===== config.mk =====
export PLATFORM = sky130hd
export DESIGN_NAME = irq_status_ctrl
export DESIGN_NICKNAME = d
export VERILOG_FILES = /design/src/rtl/irq_stat_pkg.sv /design/src/rtl/irq_fifo_rise.sv /design/src/rtl/irq_pend_bank.sv /design/src/rtl/irq_prio_pick.sv /design/src/rtl/irq_seq_fsm.sv /design/src/rtl/irq_status_ctrl.sv
export SDC_FILE = /design/constraint.sdc
export NUM_CORES = 1
export LEC_CHECK = 0
export BUFFER_PORTS_ARGS = -buffer_cell sky130_fd_sc_hd__buf_2
export CORE_MARGIN = 2
export CORE_UTILIZATION = 51
export DETAILED_ROUTE_END_ITERATION = 7
export HOLD_SLACK_MARGIN = 0.15
export PLACE_DENSITY = 0.8
export SYNTH_ARGS = -nofsm -noshare
export SYNTH_HDL_FRONTEND = slang
export SYNTH_HIERARCHICAL = 1
export SYNTH_SLANG_ARGS = --single-unit

===== constraint.sdc =====
create_clock -name clk -period 2.5 [get_ports clk]
set_input_delay 0 -clock clk [delete_from_list [all_inputs] [get_ports clk]]
set_output_delay 0 -clock clk [all_outputs]
set_load 0.01 [all_outputs]

===== src/rtl/irq_stat_pkg.sv =====
package irq_stat_pkg;
    localparam int SRC_N      = 6;
    localparam int SRC_READY  = 0;
    localparam int SRC_BUSACT = 1;
    localparam int SRC_ENUMOK = 2;
    localparam int SRC_FLAGS  = 3;
    localparam int SRC_EP0BUF = 4;
    localparam int SRC_SETUP  = 5;

    typedef enum logic [1:0] {
        ST_IDLE,
        ST_HOLD,
        ST_PRESENT,
        ST_DATA
    } irq_state_e;

    // source vector (index order) to status byte positions
    function automatic logic [7:0] src_to_byte(input logic [SRC_N-1:0] s);
        return {s[SRC_SETUP], s[SRC_EP0BUF], s[SRC_FLAGS], 2'b00,
                s[SRC_ENUMOK], s[SRC_BUSACT], s[SRC_READY]};
    endfunction

    function automatic logic [SRC_N-1:0] byte_to_src(input logic [7:0] b);
        return {b[7], b[6], b[5], b[2], b[1], b[0]};
    endfunction
endpackage


===== src/rtl/irq_fifo_rise.sv =====
module irq_fifo_rise #(
    parameter int N = 2
) (
    input  logic         clk,
    input  logic         rst_n,
    input  logic [N-1:0] lvl_i,
    output logic         rise_o
);
    logic [N-1:0] prev_q;

    always_ff @(posedge clk or negedge rst_n) begin
        if (!rst_n) prev_q <= '0;
        else        prev_q <= lvl_i;
    end

    assign rise_o = |(lvl_i & ~prev_q);
endmodule


===== src/rtl/irq_pend_bank.sv =====
module irq_pend_bank #(
    parameter int N = 6
) (
    input  logic         clk,
    input  logic         rst_n,
    input  logic [N-1:0] set_i,
    input  logic [N-1:0] clr_i,
    output logic [N-1:0] pend_o
);
    for (genvar gi = 0; gi < N; gi++) begin : g_bit
        always_ff @(posedge clk or negedge rst_n) begin
            if (!rst_n)          pend_o[gi] <= 1'b0;
            else if (set_i[gi])  pend_o[gi] <= 1'b1;
            else if (clr_i[gi])  pend_o[gi] <= 1'b0;
        end
    end
endmodule


===== src/rtl/irq_prio_pick.sv =====
module irq_prio_pick #(
    parameter int N = 6
) (
    input  logic [N-1:0] req_i,
    output logic [N-1:0] grant_o,
    output logic         any_o
);
    always_comb begin
        logic found;
        found   = 1'b0;
        grant_o = '0;
        for (int i = N - 1; i >= 0; i--) begin
            if (req_i[i] && !found) begin
                grant_o[i] = 1'b1;
                found      = 1'b1;
            end
        end
    end

    assign any_o = |req_i;
endmodule


===== src/rtl/irq_seq_fsm.sv =====
module irq_seq_fsm
    import irq_stat_pkg::*;
#(
    parameter int N = SRC_N
) (
    input  logic         clk,
    input  logic         rst_n,
    input  logic         any_i,
    input  logic [N-1:0] grant_i,
    input  logic         rd_i,
    input  logic         start_i,
    input  logic         done_i,
    output logic         take_o,
    output logic         int_n_o,
    output logic         ready_o,
    output logic [7:0]   data_o
);
    irq_state_e   state_q, state_d;
    logic [N-1:0] cur_q;
    logic         req_open_q, data_rdy_q;
    logic         served_data;

    // state register
    always_ff @(posedge clk or negedge rst_n) begin
        if (!rst_n) state_q <= ST_IDLE;
        else        state_q <= state_d;
    end

    // next state
    always_comb begin
        state_d = state_q;
        unique case (state_q)
            ST_IDLE: begin
                if (req_open_q && data_rdy_q) state_d = ST_DATA;
                else if (req_open_q)          state_d = ST_HOLD;
                else if (any_i)               state_d = ST_PRESENT;
            end
            ST_HOLD:    if (data_rdy_q) state_d = ST_DATA;
            ST_PRESENT: if (rd_i)       state_d = ST_IDLE;
            ST_DATA:    if (rd_i)       state_d = ST_IDLE;
            default:    state_d = ST_IDLE;
        endcase
    end

    assign take_o      = (state_q == ST_IDLE) && !req_open_q && any_i;
    assign served_data = (state_q == ST_DATA) && rd_i;

    // presented source and request tracking
    always_ff @(posedge clk or negedge rst_n) begin
        if (!rst_n) begin
            cur_q      <= '0;
            req_open_q <= 1'b0;
            data_rdy_q <= 1'b0;
        end else begin
            if (take_o)                             cur_q <= grant_i;
            else if (state_q == ST_PRESENT && rd_i) cur_q <= '0;

            if (start_i)          req_open_q <= 1'b1;
            else if (served_data) req_open_q <= 1'b0;

            if (done_i && (req_open_q || start_i)) data_rdy_q <= 1'b1;
            else if (served_data)                  data_rdy_q <= 1'b0;
        end
    end

    // outputs
    always_comb begin
        int_n_o = 1'b1;
        ready_o = 1'b0;
        data_o  = 8'h00;
        unique case (state_q)
            ST_PRESENT: begin
                int_n_o = 1'b0;
                if (rd_i) data_o = src_to_byte(cur_q);
            end
            ST_DATA: begin
                int_n_o = 1'b0;
                ready_o = 1'b1;
            end
            default: ;
        endcase
    end
endmodule


===== src/rtl/irq_status_ctrl.sv =====
module irq_status_ctrl
    import irq_stat_pkg::*;
#(
    parameter int NUM_OUT_FIFO = 2
) (
    input  logic                    clk,
    input  logic                    rst_n,
    input  logic                    ev_setup_i,
    input  logic                    ev_ep0buf_i,
    input  logic                    ev_enumok_i,
    input  logic                    ev_busact_i,
    input  logic                    ev_ready_i,
    input  logic [NUM_OUT_FIFO-1:0] out_nempty_i,
    input  logic                    en_we_i,
    input  logic [7:0]              en_wdata_i,
    input  logic                    rd_strobe_i,
    input  logic                    rdreq_start_i,
    input  logic                    rdreq_done_i,
    output logic                    int_n_o,
    output logic                    ready_o,
    output logic [7:0]              data_o
);
    logic [SRC_N-1:0] en_q;
    logic [SRC_N-1:0] evt_vec, pend, grant, clr_vec;
    logic             flags_rise, any_avail, take;
    logic [7:0]       en_byte;

    irq_fifo_rise #(.N(NUM_OUT_FIFO)) u_rise (
        .clk    (clk),
        .rst_n  (rst_n),
        .lvl_i  (out_nempty_i),
        .rise_o (flags_rise)
    );

    always_comb begin
        evt_vec             = '0;
        evt_vec[SRC_READY]  = ev_ready_i;
        evt_vec[SRC_BUSACT] = ev_busact_i;
        evt_vec[SRC_ENUMOK] = ev_enumok_i;
        evt_vec[SRC_FLAGS]  = flags_rise;
        evt_vec[SRC_EP0BUF] = ev_ep0buf_i;
        evt_vec[SRC_SETUP]  = ev_setup_i;
    end

    always_ff @(posedge clk or negedge rst_n) begin
        if (!rst_n)       en_q <= '0;
        else if (en_we_i) en_q <= byte_to_src(en_wdata_i);
    end

    assign en_byte = src_to_byte(en_q);
    assign clr_vec = take ? grant : '0;

    irq_pend_bank #(.N(SRC_N)) u_pend (
        .clk    (clk),
        .rst_n  (rst_n),
        .set_i  (evt_vec & en_q),
        .clr_i  (clr_vec),
        .pend_o (pend)
    );

    irq_prio_pick #(.N(SRC_N)) u_pick (
        .req_i   (pend & en_q),
        .grant_o (grant),
        .any_o   (any_avail)
    );

    irq_seq_fsm #(.N(SRC_N)) u_fsm (
        .clk     (clk),
        .rst_n   (rst_n),
        .any_i   (any_avail),
        .grant_i (grant),
        .rd_i    (rd_strobe_i),
        .start_i (rdreq_start_i),
        .done_i  (rdreq_done_i),
        .take_o  (take),
        .int_n_o (int_n_o),
        .ready_o (ready_o),
        .data_o  (data_o)
    );
endmodule


==> results of run 1 <==
-- critical path, stage by stage, from the launching register on --
cell and delay, ps:
dfrtp_1 420, and2_1 170, or4_4 550, or3_1 360, nor4b_4 190, nor2_2 220
a22o_1 170
-- timing repair --
action | CTS | global route
endpoints found under the setup margin | 0 | 0
resized for setup | 0 | 0
endpoints found under the hold margin | 41 | 0
hold buffers | 24 | 0
-- layout by cell type (no fill, tap or decap), drive strengths merged, types with 2 or more instances in the layout --
| master | count |
|---|---|
| a22o | 6 |
| nand2 | 2 |
| nor4b | 2 |
| and2 | 25 |
| buf | 26 |
| mux2 | 6 |
| mux2i | 2 |
| conb | 2 |
| nor3b | 2 |
| nor2 | 3 |
| dlygate4sd3 | 24 |
| a21o | 7 |
| inv | 10 |
| a21oi | 2 |
| dfrtp | 24 |
| clkbuf | 3 |
-- worst paths after layout --
kind	startpoint	to	cells after the start
max in group asynchronous	rst_n	en_q[2]$_DFFE_PN0P_	2
max reg2reg	en_q[3]$_DFFE_PN0P_	u_fsm/cur_q[2]$_DFFE_PN0P_	6
min	rst_n	u_pend/pend_o[5]$_DFFE_PN0P_	2
min in group clk	out_nempty_i[1]	u_rise/prev_q[1]$_DFF_PN0_	2
min reg2reg	u_fsm/data_rdy_q$_DFFE_PN0P_	u_fsm/data_rdy_q$_DFFE_PN0P_	2
max	en_q[3]$_DFFE_PN0P_	u_fsm/cur_q[2]$_DFFE_PN0P_	6
-- stage by stage --
stage	hold slack [ps]	cells	setup WS, ps	instance area, um^2	total power, mW
after global placement	-10.2	154	449	1320	0.595
after detailed placement	3.47	154	399	1320	0.606
final	190	181	355	1580	0.797
after CTS	201	181	351	1580	0.798
after floorplan	-296	104	576	1190	0.560
after global routing	209	181	259	1580	0.847
-- kinds of logic (layout without fill, tap and decap cells) --
group           after synthesis  count (layout)  synth area share, %
mux                           8               8                 9.30
flops                        24              24                 50.7
compound gates               17              17                 11.2
buf+inv                      14              63                 6.03
other cells                   1               2                0.317
simple gates                 39              39                 22.4
-- state kept, by name (all words and copies together) (netlist names) --
name and count:
u_fsm/req_open_q 1, u_rise/prev_q 2, u_fsm/data_rdy_q 1, u_fsm/state_q 2
u_fsm/cur_q 6, u_pend/pend_o 6, en_q 6
-- cell type report --
type / instances / area share, %
Clock buffer: 3 / 1.42
Inverter: 10 / 2.37
Multi-Input combinational cell: 66 / 32.6
Sequential cell: 24 / 38.0
Tap cell: 28 / 2.22
Timing Repair Buffer: 50 / 23.4
-- metal layers --
metal,share of wire [%],vias to the layer above
li1,-,440
met1,44,439
met2,52,27
met3,4.0,2
met4,0.71,0
met5,0,-
-- report_power, final --
| part | leakage, nW | total (mW) | internal, mW | switching [mW] |
|---|---|---|---|---|
| registers | 0.272 | 0.455 | 0.421 | 0.0335 |
| logic | 0.454 | 0.183 | 0.106 | 0.0764 |
| clock network | 0.0138 | 0.160 | 0.0562 | 0.104 |
==> results.yml, run 1 <==
run_status:
  status: "complete, no violations"
clocking:
  cts_made_buffers: 3
  clock-root-buffer: "clkbuf_4"
  ctsHtreeMaxLevel: 1
  tritoncts: "built"
  worst_setup_hold_path_clk_slew_ps: 120
  insertion_delay_ps: 300
  cts.sinks: 24
  post_cts.repair.setup_buffers: 0
  ctsLongestPathBuffers: 2
timing:
  final.setup.tns_ps: 0
  final_min_period_over_clock_period_pct: 85.8
  finalSetupViolCount: 0
  grt_setup_unrepaired: "false"
  tightestPinTransition_ps: 599
  fin_worst_skew_ps: 1.09
  finalHoldViolations: 0
  final-max-slew-violation-count: 0
  layout_min_cycle_time_ps: 2140
  fmax_mhz: 466
  slew_headroom_pct: 59.9
synth:
  post-synth-top-area-cell: "dfrtp_1"
  synth_seq_cells: 24
  synth_top_area_share_pct: 50.7
  synth.yosys.warnings: 6
  synth_area_leaders: "dfrtp_1 51%, and2_1 13%, mux2_4 7.6%, a21o_1 4.4%, a22o_1 4.4%"
  post_synthesis_cells: 103
  netlist_area_mm2: 0.00118
  synth-seq-area-share_pct: 50.7
  count_of_flip_flops_with_a_built_in_enable_after_synthesis: 0
  ys_async_sr_fraction_pct: 100
  count_of_different_cell_masters_after_synthesis: 25
  synth_common_cells: "24 x and2_1, 24 x dfrtp_1, 10 x inv_1"
  syn_area_per_cell_um2: 11.5
  postSynth.topFlopCell: "dfrtp_1"
routing:
  drt-initial-drc-count: 20
  drt_wl_total_mm: 2.25
  firstDrtPassIters: 4
  via_count: 908
  drc_viols: 0
  routed_wire_length_per_instance_um: 12.4
  final_antenna_net_count: 0
  route.detailed.vias_per_inst: 5.02
power_and_ir_drop:
  cellLeakagePower_nw: 0.739
  vdd_drop_max_v: 0.000377
  power-per-cell-area_mw_per_mm2: 504
floorplan:
  chipWidth_um: 52.2
  initial_utilization_pct: 53.5
  chipHeight_um: 52.2
  die_area_mm2: 0.00272
  ioPinCount: 31
  area_of_the_placeable_core_mm2: 0.00221
  fp-row-count: 17
global_route:
  use_met2_pct: 34.6
  global_route_wire_length_before_repair_mm: 3.75
  antenna_found_initial: 0
  vias_in_the_first_global_route: 849
  grt_overflow_total: 0
  grt_util_all_layers_pct: 19.2
  grt.met3_usage_pct: 2.57
  grt.busiest_layer: "met2"
  global_route.usage.met1_pct: 23.5
  pin_count_of_the_biggest_net_entering_global_routing: 25
setup_path:
  timing.reg2reg.setup_slack_ps: 360
  critPathMaxFanout: 13
  critical_path.endpoint_type: "register"
  worst_ep_arrival_time_ps: 2390
  ws_path_type: "register to register"
  start_kind: "register"
  cp_data_required_time_ps: 2750
final_layout:
  postLayoutCoreUtil_pct: 71.5
  antenna-diode-count: 0
  layout-drive-gt1-share_pct: 26.8
  multi_input_gate_area_um2: 515
  layout-area-overhead-vs-synth_pct: 33.6
  fill_count: 160
  nNetsFinal: 176
  layout.area.seq_um2: 601
place:
  replace_congestion: 0.687
  port-buffer-count: 26
flow_run:
  maxCapViolations: 0
worst_hold_path:
  holdCritPathClass: "input pin to asynchronous set/reset pin"
Power figures use the tool's default switching activity.
==> run 2: changes to the inputs <==
- CORE_MARGIN: 2 -> unset
- PLACE_DENSITY: 0.8 -> unset
- PLACE_DENSITY_LB_ADDON: unset -> 0.3
==> run 2 against run 1 <==
Against the previous run: critical path depth did not move; final area did not move; highest routed layer unchanged; critical path type unchanged; total power fell by 0.39%; setup slack got worse by 4.3 ps; combinational power barely moved; sequential power barely moved; fmax fell by 0.20%; clock skew rose by 0.87 ps; register-to-register slack barely moved; sequential share of layout area did not move.
==> results.yml, run 2 (synthesis results as in run 1) <==
run_status:
  status: "complete, no violations"
routing:
  final_antenna_net_count: 0
  drt-initial-drc-count: 6
  via_count: 889
  route.detailed.vias_per_inst: 4.91
  drc_viols: 0
  firstDrtPassIters: 4
  drt_wl_total_mm: 2.14
  routed_wire_length_per_instance_um: 11.8
timing:
  grt_setup_unrepaired: "false"
  slew_headroom_pct: 56.6
  final.setup.tns_ps: 0
  tightestPinTransition_ps: 648
  finalHoldViolations: 0
  layout_min_cycle_time_ps: 2150
  finalSetupViolCount: 0
  final-max-slew-violation-count: 0
  final_min_period_over_clock_period_pct: 86.0
  fmax_mhz: 465
  fin_worst_skew_ps: 1.96
floorplan:
  chipWidth_um: 50.2
  die_area_mm2: 0.00252
  initial_utilization_pct: 54.0
  area_of_the_placeable_core_mm2: 0.00219
  ioPinCount: 31
  fp-row-count: 17
  chipHeight_um: 50.2
power_and_ir_drop:
  cellLeakagePower_nw: 0.739
  vdd_drop_max_v: 0.000318
  power-per-cell-area_mw_per_mm2: 502
  power.internal_mw: 0.584
  clk_pwr_share_pct: 20.0
  switching_share_pct: 26.5
  p_sw_mw: 0.210
  combinational_group_share_of_total_power_pct: 22.8
  pwr-share-seq_pct: 57.3
setup_path:
  worstPathCellList: "and2_1 -> or4_4 -> or3_1 -> nor4b_4 -> nor2_2 -> a22o_1"
  cp_data_required_time_ps: 2750
  cp_slowest_stage_delay_ps: 550
  critical-path-slowest-cell: "or4_4"
  path_buf_inv: 0
  critical-path-top-delay-family: "simple AND/OR/NAND/NOR gates"
  critPathMaxFanout: 13
  worst_ep_arrival_time_ps: 2400
  critical_path.endpoint_type: "register"
  ws_path_type: "register to register"
  start_kind: "register"
final_layout:
  most_common_cell_after_layout_fill_and_taps_aside: "buf_2"
  antenna-diode-count: 0
  final_cells: 181
  fill_count: 173
  postLayoutCoreUtil_pct: 72.2
  layout.area.seq_um2: 601
  layout-area-overhead-vs-synth_pct: 33.6
  multi_input_gate_area_um2: 515
  layout_common_cells: "26 x buf_2, 24 x and2_1, 24 x dfrtp_1, 24 x dlygate4sd3_1, 10 x inv_1"
  nNetsFinal: 176
  layout-drive-gt1-share_pct: 26.8
  postLayoutCellArea_mm2: 0.00158
  reg_top3: "en_q x6, u_fsm/cur_q x6, u_pend/pend_o x6"
global_route:
  global_route_wire_length_before_repair_mm: 3.71
  antenna_found_initial: 0
  vias_in_the_first_global_route: 864
  pin_count_of_the_biggest_net_entering_global_routing: 25
  grt_overflow_total: 0
  grt_util_all_layers_pct: 20.4
clocking:
  ctsHtreeMaxLevel: 1
  cts_made_buffers: 3
  cts.sinks: 24
  post_cts.resized_instances: 0
  clock-root-buffer: "clkbuf_4"
  insertion_delay_ps: 300
  worst_setup_hold_path_clk_slew_ps: 110
  tritoncts: "built"
  ctsLongestPathBuffers: 2
place:
  port-buffer-count: 26
  dpl-instance-area_mm2: 0.00132
  place.detailed.instances: 154
  replace_congestion: 0.797
  hpwlAfterDp_mm: 1.40
worst_hold_path:
  holdCritPathClass: "input pin to asynchronous set/reset pin"
flow_run:
  maxCapViolations: 0
==> run 2: cell counts in the layout (fill, tap and decap cells not counted) <==
Identical to the previous run, type by type.
==> run 2: power by group through the flow <==
stage / logic [mW] / clock network (mW) / registers, mW
2_1_floorplan: 0.108 / 0 / 0.452
3_3_place_gp: 0.138 / 0 / 0.459
3_5_place_dp: 0.143 / 0 / 0.462
4_1_cts: 0.180 / 0.169 / 0.454
5_1_grt: 0.200 / 0.185 / 0.460
6_report: 0.181 / 0.159 / 0.454
==> run 2: metal layers <==
layer	up-vias	track usage [%]	routed length [um]
li1	439	-	-
met1	420	25.7	941
met2	24	33.3	1080
met3	6	3.64	80
met4	0	10.5	46
met5	-	0	0
==> run 2: per-stage QoR <==
step / power [mW] / setup slack (ps) / hold slack, ps
floorplan: 0.560 / 576 / -296
global placement: 0.597 / 411 / -2.83
detailed placement: 0.605 / 398 / 6.06
CTS: 0.804 / 368 / 190
global route: 0.845 / 266 / 229
finish: 0.794 / 351 / 181
==> run 2: area by class of cell <==
cell class,instances,area share [%]
Multi-Input combinational cell,66,32.6
Inverter,10,2.37
Timing Repair Buffer,50,23.4
Tap cell,28,2.22
Clock buffer,3,1.42
Sequential cell,24,38.0
==> run 2: worst paths after layout <==
kind | to | slack, ps | depth (start not counted) | startpoint
max reg2reg | u_fsm/cur_q[2]$_DFFE_PN0P_ | 350 | 6 | u_pend/pend_o[3]$_DFFE_PN0P_
min | u_fsm/state_q[1]$_DFFE_PN0P_ | 180 | 2 | rst_n
max in group asynchronous | u_pend/pend_o[1]$_DFFE_PN0P_ | 1980 | 2 | rst_n
min reg2reg | u_pend/pend_o[5]$_DFFE_PN0P_ | 480 | 1 | u_pend/pend_o[5]$_DFFE_PN0P_
min in group clk | u_rise/prev_q[1]$_DFF_PN0_ | 340 | 2 | out_nempty_i[1]
max | u_fsm/cur_q[2]$_DFFE_PN0P_ | 350 | 6 | u_pend/pend_o[3]$_DFFE_PN0P_
==> run 2: what timing repair did <==
action | 4_1_cts | 5_1_grt
hold buffers | 24 | 0
endpoints found under the hold margin | 42 | 0
buffers inserted | 0 | 0
==> run 2: worst register-to-register path, cell delays in order, from the launching register on <==
cell,delay [ps]
dfrtp_1,400
and2_1,180
or4_4,550
or3_1,340
nor4b_4,190
nor2_2,240
a22o_1,180
==> run 3: changes to the inputs <==
- CORE_UTILIZATION: 51 -> 49
- SYNTH_HIERARCHICAL: 1 -> unset
==> run 3 against run 2 <==
Against the previous run: final area fell by 6.2%; via count rose by 3.9%; highest routed layer unchanged; hold slack improved by 12 ps; sequential power barely moved; first-iteration DRC count rose to 3.7 times the previous value.
==> results.yml, run 3 <==
run_status:
  status: "complete, no violations"
timing:
  fmax_mhz: 650
  layout_min_cycle_time_ps: 1540
  final.setup.tns_ps: 0
  fin_worst_skew_ps: 3.70
  tightestPinTransition_ps: 528
  slew_headroom_pct: 64.8
  finalSetupViolCount: 0
  grt_setup_unrepaired: "false"
  final-max-slew-violation-count: 0
  final_min_period_over_clock_period_pct: 61.5
  finalHoldViolations: 0
global_route:
  grt_overflow_total: 0
  global_route_wire_length_before_repair_mm: 3.88
  pin_count_of_the_biggest_net_entering_global_routing: 25
  grt_util_all_layers_pct: 21.1
  vias_in_the_first_global_route: 930
  antenna_found_initial: 0
routing:
  drc_viols: 0
  drt-initial-drc-count: 22
  final_antenna_net_count: 0
  drt_wl_total_mm: 2.26
  via_count: 924
  firstDrtPassIters: 4
  route.detailed.vias_per_inst: 5.22
  routed_wire_length_per_instance_um: 12.8
setup_path:
  critical_path.reg2reg.endpoint: "u_fsm.cur_q[3]$_DFFE_PN0P_"
  critical_path_launch_point: "en_q[4]$_DFFE_PN0P_"
  start_kind: "register"
  cp_data_required_time_ps: 2710
  critical_path.endpoint_type: "register"
  worst_ep_arrival_time_ps: 1750
  setup.worst_path.end: "u_fsm.cur_q[3]$_DFFE_PN0P_"
  timing.reg2reg.worst_path_depth: 4
  critPathMaxFanout: 6
  r2r_start: "en_q[4]$_DFFE_PN0P_"
  ws_path_type: "register to register"
  timing.reg2reg.setup_slack_ps: 960
power_and_ir_drop:
  pwr-share-seq_pct: 59.4
  finalPower_mw: 0.764
  power-per-cell-area_mw_per_mm2: 515
  p_sw_mw: 0.208
  clk_pwr_share_pct: 20.9
  vdd_drop_max_v: 0.000358
  combinational_group_share_of_total_power_pct: 19.6
  cellLeakagePower_nw: 0.699
  switching_share_pct: 27.2
  power.internal_mw: 0.556
final_layout:
  reg_top3: "en_q x6, u_fsm.cur_q x6, u_pend.pend_o x6"
  most_common_cell_after_layout_fill_and_taps_aside: "buf_2"
  layout-area-overhead-vs-synth_pct: 39.9
  final_cells: 177
  nNetsFinal: 173
  antenna-diode-count: 0
  layout-drive-gt1-share_pct: 27.3
  layout_common_cells: "26 x buf_2, 24 x dfrtp_1, 24 x dlygate4sd3_1"
floorplan:
  initial_utilization_pct: 53.0
  ioPinCount: 31
  fp-row-count: 16
  chipWidth_um: 48.5
  area_of_the_placeable_core_mm2: 0.00200
  chipHeight_um: 48.5
  die_area_mm2: 0.00236
clocking:
  holdBufCountCts: 24
  post_cts.repair.setup_buffers: 0
  tritoncts: "built"
  post_cts.resized_instances: 0
  cts.sinks: 24
  insertion_delay_ps: 300
  clock-root-buffer: "clkbuf_4"
  ctsHtreeMaxLevel: 1
  worst_setup_hold_path_clk_slew_ps: 120
  ctsLongestPathBuffers: 2
  cts_made_buffers: 3
synth:
  synth_top_area_share_pct: 56.6
  postSynth.topFlopCell: "dfrtp_1"
  synth.yosys.warnings: 0
  synth_common_cells: "24 x dfrtp_1, 13 x nand2_1, 8 x inv_1"
  synth_area_leaders: "dfrtp_1 57%, mux2_2 6.4%, nand2_1 4.6%, a22o_1 4.1%, nand3_1 2.8%"
  netlist_area_mm2: 0.00106
  post_synthesis_cells: 98
  synth-seq-area-share_pct: 56.6
  count_of_different_cell_masters_after_synthesis: 25
  count_of_flip_flops_with_a_built_in_enable_after_synthesis: 0
  synth_seq_cells: 24
  post-synth-top-area-cell: "dfrtp_1"
  ys_async_sr_fraction_pct: 100
  syn_area_per_cell_um2: 10.8
  synth.most_common_cell: "dfrtp_1"
flow_run:
  maxCapViolations: 0
place:
  replace_congestion: 0.725
  hpwlAfterDp_mm: 1.41
  port-buffer-count: 26
  place.detailed.instances: 150
worst_hold_path:
  holdCritPathClass: "input pin to asynchronous set/reset pin"
run 3: worst min path at each step:
| stage | slack (ps) | endpoint | cells after the start | startpoint |
|---|---|---|---|---|
| after global routing | 260 | u_rise.prev_q[0]$_DFF_PN0_ | 2 | rst_n |
| after global placement | 2 | u_rise.prev_q[0]$_DFF_PN0_ | 1 | rst_n |
| after CTS | 210 | u_rise.prev_q[0]$_DFF_PN0_ | 2 | rst_n |
| final | 190 | u_rise.prev_q[0]$_DFF_PN0_ | 2 | rst_n |
| after detailed placement | 8 | u_rise.prev_q[0]$_DFF_PN0_ | 1 | rst_n |
| after floorplan | -300 | en_q[0]$_DFFE_PN0P_ | 0 | rst_n |
run 3: stage by stage:
| stage | setup WS (ps) | hold slack, ps | utilization (%) | area (um^2) |
|---|---|---|---|---|
| after floorplan | 836 | -296 | - | 1060 |
| after global placement | 1010 | 1.64 | 61.0 | 1220 |
| after detailed placement | 1000 | 7.90 | 61.0 | 1220 |
| after CTS | 954 | 211 | 74.1 | 1480 |
| after global routing | 800 | 256 | 74.1 | 1480 |
| final | 962 | 193 | 74.1 | 1480 |
run 3: power by group through the flow:
| stage | logic, mW | clock network, mW | registers (mW) |
|---|---|---|---|
| after global routing | 0.168 | 0.178 | 0.459 |
| after global placement | 0.108 | 0 | 0.459 |
| after floorplan | 0.0765 | 0 | 0.448 |
| after detailed placement | 0.112 | 0 | 0.460 |
| final | 0.150 | 0.160 | 0.454 |
| after CTS | 0.148 | 0.166 | 0.452 |
run 3: area by class of cell:
class | instances | area (um^2)
sequential | 24 | 601
fill | 145 | 518
multi-input combinational | 63 | 412
timing repair buffer | 52 | 385
tap | 27 | 33.8
inverter | 8 | 30.0
clock buffer | 3 | 22.5
run 3: logic make-up after synthesis:
| group | synth area share (%) |
|---|---|
| AOI/OAI and AO/OA | 16.6 |
| buffers and inverters | 4.95 |
| DFF | 56.6 |
| muxes | 6.37 |
| other | 0.353 |
| and+or+nand+nor | 15.1 |
run 3: worst max-delay path, stage by stage (launching register included):
cell      delay [ps]
dfrtp_1          450
a222oi_1         340
buf_4            200
a41oi_2          190
o32ai_1          270
run 3: layer usage:
layer  part of all wire [%]  up-vias  track usage [%]
li1                       -      456                -
met5                      0        -                0
met2                     50       23             36.4
met3                    3.4        2             2.52
met1                     46      443             27.5
met4                   0.62        0             7.35
